**config.mk**
```make
export PLATFORM = sky130hd
export DESIGN_NAME = tmr_counter
export DESIGN_NICKNAME = d
export VERILOG_FILES = /design/src/rtl/tmrc_pkg.sv /design/src/rtl/tmrc_replica.sv /design/src/rtl/tmrc_voter.sv /design/src/rtl/tmr_counter.sv
export SDC_FILE = /design/constraint.sdc
export NUM_CORES = 1
export LEC_CHECK = 0
export ABC_AREA = 1
export CAP_MARGIN = 20
export CORE_ASPECT_RATIO = 1.2
export CORE_MARGIN = 8
export CORE_UTILIZATION = 45
export DETAILED_ROUTE_END_ITERATION = 8
export PLACE_DENSITY = 0.67
export SLEW_MARGIN = 30
export SYNTH_ARGS = -nofsm -noshare
export SYNTH_HDL_FRONTEND = slang
export SYNTH_SLANG_ARGS = --single-unit
```
**constraint.sdc**
```tcl
create_clock -name clk -period 5.2 [get_ports clk]
set_input_delay 1.56 -clock clk [delete_from_list [all_inputs] [get_ports clk]]
set_output_delay 1.56 -clock clk [all_outputs]
set_load 0.03 [all_outputs]
```
**src/rtl/tmrc_pkg.sv**
```systemverilog
package tmrc_pkg;
    localparam int unsigned NUM_COPIES = 3;

    typedef enum logic [1:0] {
        ODD_NONE  = 2'd0,
        ODD_COPY0 = 2'd1,
        ODD_COPY1 = 2'd2,
        ODD_COPY2 = 2'd3
    } odd_code_e;
endpackage

```
**src/rtl/tmrc_replica.sv**
```systemverilog
module tmrc_replica #(
    parameter int unsigned WIDTH = 8
) (
    input  logic             clk,
    input  logic             rst,
    input  logic             en,
    input  logic [WIDTH-1:0] voted,
    input  logic [WIDTH-1:0] flip,
    output logic [WIDTH-1:0] value
);
    localparam logic [WIDTH-1:0] STEP = WIDTH'(1);

    typedef struct packed {
        logic [WIDTH-1:0] cnt;
    } rep_state_t;

    rep_state_t state_d, state_q;

    always_comb begin
        state_d = state_q;
        if (en) begin
            state_d.cnt = voted + STEP;
        end
        state_d.cnt = state_d.cnt ^ flip;
        if (rst) begin
            state_d.cnt = '0;
        end
    end

    always_ff @(posedge clk) begin
        state_q <= state_d;
    end

    assign value = state_q.cnt;
endmodule

```
**src/rtl/tmrc_voter.sv**
```systemverilog
module tmrc_voter #(
    parameter int unsigned WIDTH = 8
) (
    input  logic [WIDTH-1:0] copy_a,
    input  logic [WIDTH-1:0] copy_b,
    input  logic [WIDTH-1:0] copy_c,
    output logic [WIDTH-1:0] voted,
    output logic             disagree,
    output logic [1:0]       odd_code
);
    import tmrc_pkg::*;

    typedef struct packed {
        logic [WIDTH-1:0] maj;
        logic             eq_ab;
        logic             eq_bc;
        logic             eq_ac;
        odd_code_e        odd;
    } vote_t;

    vote_t vote_d;

    always_comb begin
        vote_d.maj   = (copy_a & copy_b) | (copy_a & copy_c) | (copy_b & copy_c);
        vote_d.eq_ab = (copy_a == copy_b);
        vote_d.eq_bc = (copy_b == copy_c);
        vote_d.eq_ac = (copy_a == copy_c);
        if (vote_d.eq_bc && !vote_d.eq_ab) begin
            vote_d.odd = ODD_COPY0;
        end else if (vote_d.eq_ac && !vote_d.eq_ab) begin
            vote_d.odd = ODD_COPY1;
        end else if (vote_d.eq_ab && !vote_d.eq_bc) begin
            vote_d.odd = ODD_COPY2;
        end else begin
            vote_d.odd = ODD_NONE;
        end
    end

    assign voted    = vote_d.maj;
    assign disagree = !(vote_d.eq_ab && vote_d.eq_bc);
    assign odd_code = vote_d.odd;
endmodule

```
**src/rtl/tmr_counter.sv**
```systemverilog
module tmr_counter #(
    parameter int unsigned WIDTH = 8
) (
    input  logic             clk,
    input  logic             rst,
    input  logic             en,
    input  logic             inj_valid,
    input  logic [1:0]       inj_sel,
    input  logic [WIDTH-1:0] inj_mask,
    output logic [WIDTH-1:0] count,
    output logic             mismatch,
    output logic [1:0]       odd_copy
);
    import tmrc_pkg::*;

    localparam logic [WIDTH-1:0] STEP = WIDTH'(1);

    logic [NUM_COPIES-1:0][WIDTH-1:0] copy_q;
    logic [NUM_COPIES-1:0][WIDTH-1:0] flip_d;
    logic [WIDTH-1:0]                 voted;

    for (genvar gi = 0; gi < NUM_COPIES; gi++) begin : g_copy
        always_comb begin
            flip_d[gi] = '0;
            if (inj_valid && (inj_sel == 2'(gi + 1))) begin
                flip_d[gi] = inj_mask;
            end
        end

        tmrc_replica #(.WIDTH(WIDTH)) u_rep (
            .clk   (clk),
            .rst   (rst),
            .en    (en),
            .voted (voted),
            .flip  (flip_d[gi]),
            .value (copy_q[gi])
        );
    end

    tmrc_voter #(.WIDTH(WIDTH)) u_vote (
        .copy_a   (copy_q[0]),
        .copy_b   (copy_q[1]),
        .copy_c   (copy_q[2]),
        .voted    (voted),
        .disagree (mismatch),
        .odd_code (odd_copy)
    );

    assign count = voted;

    // a clean enabled edge advances the voted count by one
    a_r1_increment: assert property (@(posedge clk) disable iff (rst)
        (en && !inj_valid && !mismatch) |=> (count == $past(count) + STEP));

    // a clean disabled edge leaves the voted count alone
    a_r2_hold: assert property (@(posedge clk) disable iff (rst)
        (!en && !inj_valid) |=> $stable(count));

    // one injection into agreeing copies is masked at the output
    a_r3_single_masked: assert property (@(posedge clk) disable iff (rst)
        (!en && inj_valid && !mismatch) |=> $stable(count));

    // an enabled edge without injection resynchronises all copies
    a_r6_repair: assert property (@(posedge clk) disable iff (rst)
        (en && !inj_valid) |=> !mismatch);

    // an identified copy implies disagreement
    a_r5_code_flag: assert property (@(posedge clk) disable iff (rst)
        (odd_copy != 2'd0) |-> mismatch);
endmodule

```
==> impl_results.md <==
* Net Switching at about 0.00015 W
* Post-route minimum period at between 4 and 5 ns
* Finished Cell Area at about 0.0022 mm2
* Starting Density at 0.4591
* Die area at around 0.0066 mm2
* Hold slack at between 0.6 and 0.7 ns
* Top post-synthesis cells by area: dfxtp_1 (25%), ha_1 (18%), nand2_1 (13%)
* Logic pwr share at 0.290
* Hold Crit Class: reg -> reg
* WP data arrival at roughly 2.7 ns
* Antenna-violating nets left at 0
* Drt wl/cell at around 12 um
* Dpl cell area at 0.002190 mm2
* Drt total wl at between 4 and 5 mm
* P_leak at between 1 and 1.5 nW
* Number of diodes at 0
* Final Hold Fails at 0
* Max reg flops at 24
* PD cells at a little over 200 mW/mm2
* Required time worst endpoint at 3.64 ns
* EDFF count, synth at 0
* Vias at about 1,800
* First-pass GRT wire length at around 7.2 mm
* Netlist cell types at 28
* Core area at roughly 0.0042 mm2
* R2r setup slk at roughly 3.4 ns
* Gate Count Post-Synth at 278
* Share of layout cells above drive strength 1 at 0.1391
* Initial antenna violation count at 0
* Fillcell total at between 400 and 500
* WS Path Type: reg -> out
* Ys flop type: dfxtp_1
* Vias per cell at between 4 and 5
* Vias in the first global route at ~1,600
* Max Clock Skew at 0.004300 ns
* Achievable frequency at between 200 and 250 MHz
* Initial DRC count at 96
* Part of the power in the clock network at 0.280
* GR Overflow Total at 0
* Reg2Reg Depth at 11
* Die X-Extent at 75.50 um
* Total GRT Usage at 0.1424
* Worst vdd ir at between 200 and 250 uV
* Top-count cell post-synth: nand2_1
* TritonCTS clock tree: yes
* Hold_buf cts at 0
* Die height at 87.40 um
* 1st-pass router iterations at 4
* Post-synth ARST share at 0
* Final net count at roughly 340
* Sequential cell area fraction in the yosys report at 0.2513
* Mean post-synth cell area at 6.877 um2
* Post-CTS Resized at 0
* HPWL Detailed at 3.455 mm
* Longest Clk Path Bufs at 2
* Num rows at 26
* Period utilisation layout at 0.8098
* Hold path cells at 3
* # IOs at 25
* Final setup fails at 0
* Pint at between 0.0003 and 0.0004 W
* Switching part of the total at 0.3216
* Postcts setup bufs at 0
* RSZ-0062 raised after global routing: false
* Routability cong. at 0.7779
* Largest net degree at the start of global routing at 28
* Setup tns final at 0 ns
* H-tree levels at 1
* Reg power frac at 0.430
* FF+latch count, synth at 24
* Slew headroom at 0.5263
* Syn nets at approximately 320
* Top post-synthesis cells by count: nand2_1 (66), nor2_1 (41), ha_1 (27)
* Status: complete, no violations
* CP Max Fanout at 3
* Area Growth Syn to Fin at 17.41%
* Crit path launch type: flop
* Maxcap violations at 0
* Clk sinks at 24
* Root Driver: clkbuf_8
* Port bufs at 24
* Inserted Clock Buffers at 3
* Setup crit end kind: output port
* Number of max-slew violations in the final report at 0
* Worst skew pair latency at ~0.27 ns
* Cell area after synthesis at roughly 0.0019 mm2
* Slew @ Worst Pin at just over 0.7 ns
* Synth area leader: dfxtp_1
* YS warnings at 0
* CTS clk-pin slew, worst paths at about 0.09 ns
* Post-synth top area share at 0.2513
* DRC viols at 0
[cell families (layout without fill, tap and decap cells)]
| group | Yosys count | after routing | share of synthesized area |
|---|---|---|---|
| xor gates and xnor gates | 2 | 2 | 0.009164 |
| AOI/OAI and AO/OA | 38 | 38 | 0.1100 |
| DFF | 24 | 24 | 0.2513 |
| and+or+nand+nor | 154 | 154 | 0.3789 |
| buffers and inverters | 33 | 57 | 0.07396 |
| adders and majority gates | 27 | 27 | 0.1767 |
[cell type report]
cell class / instances / area (um2) / share of cell area
repair buffers: 24 / 240.2 / 0.1070
multi-input cells: 221 / 1290 / 0.5747
flip-flops and latches: 24 / 480.5 / 0.2140
clock buffers: 4 / 55.05 / 0.02453
inverters: 29 / 108.9 / 0.04849
well taps: 56 / 70.07 / 0.03122
[critical path, stage by stage (launching register included)]
cell and delay (ns):
dfxtp_1 0.33, ha_1 0.28, or2_2 0.29, nor4_1 0.44
ha_1 0.32, inv_1 0.05, clkdlybuf4s50_1 0.66
[placed cells by master, fill, tap and decap left out, types with 2 or more instances in the layout]
cell | synthesis | layout
nand2_1 | 66 | 66
nor2_1 | 41 | 41
ha_1 | 27 | 27
a21oi_1 | 24 | 24
dfxtp_1 | 24 | 24
clkdlybuf4s50_1 | 0 | 24
inv_1 | 19 | 19
nand3_1 | 18 | 18
nand2_2 | 11 | 11
inv_2 | 10 | 10
o21ai_1 | 5 | 5
nand3_2 | 4 | 4
clkbuf_8 | 0 | 4
nor4_1 | 3 | 3
a21oi_2 | 3 | 3
o21ai_0 | 3 | 3
nand2_4 | 2 | 2
nor2_4 | 2 | 2
nor3_2 | 2 | 2
xor2_1 | 2 | 2
[layer usage]
metal	share of wire	routed length, um	track usage	vias to the layer above
li1	-	-	-	958
met1	0.45	1959	0.1799	766
met2	0.47	2025	0.2329	50
met3	0.057	248	0.01498	9
met4	0.026	114	0.06305	0
met5	0	0	0	-
[stage by stage]
stage	util	total power [W]	setup slack (ns)	std cells
2_1_floorplan	-	0.0002885	1.866	278
3_3_place_gp	0.5258	0.0003383	1.303	354
3_5_place_dp	0.5258	0.0003388	1.289	354
4_1_cts	0.5391	0.0004675	0.9811	358
5_1_grt	0.5391	0.0004897	0.8093	358
6_report	0.5391	0.0004631	0.9889	358
[power by group through the flow]
stage	registers (W)	logic, W	clock network [W]
detailed placement	0.000203	0.000135	0
CTS	0.000199	0.000136	0.000132
global route	0.000200	0.000150	0.000139
floorplan	0.000202	0.0000869	0
global placement	0.000203	0.000135	0
finish	0.000199	0.000134	0.000130
[path summary, 6_finish.rpt]
| kind | startpoint | end |
|---|---|---|
| max | g_copy[1].u_rep.value[3]$_SDFF_PP0_ | odd_copy[0] |
| min | g_copy[1].u_rep.value[5]$_SDFF_PP0_ | g_copy[1].u_rep.value[5]$_SDFF_PP0_ |
| max reg2reg | g_copy[0].u_rep.value[1]$_SDFF_PP0_ | g_copy[1].u_rep.value[2]$_SDFF_PP0_ |
| min reg2reg | g_copy[1].u_rep.value[5]$_SDFF_PP0_ | g_copy[1].u_rep.value[5]$_SDFF_PP0_ |
Note: power is estimated with default switching activity, not from simulation.
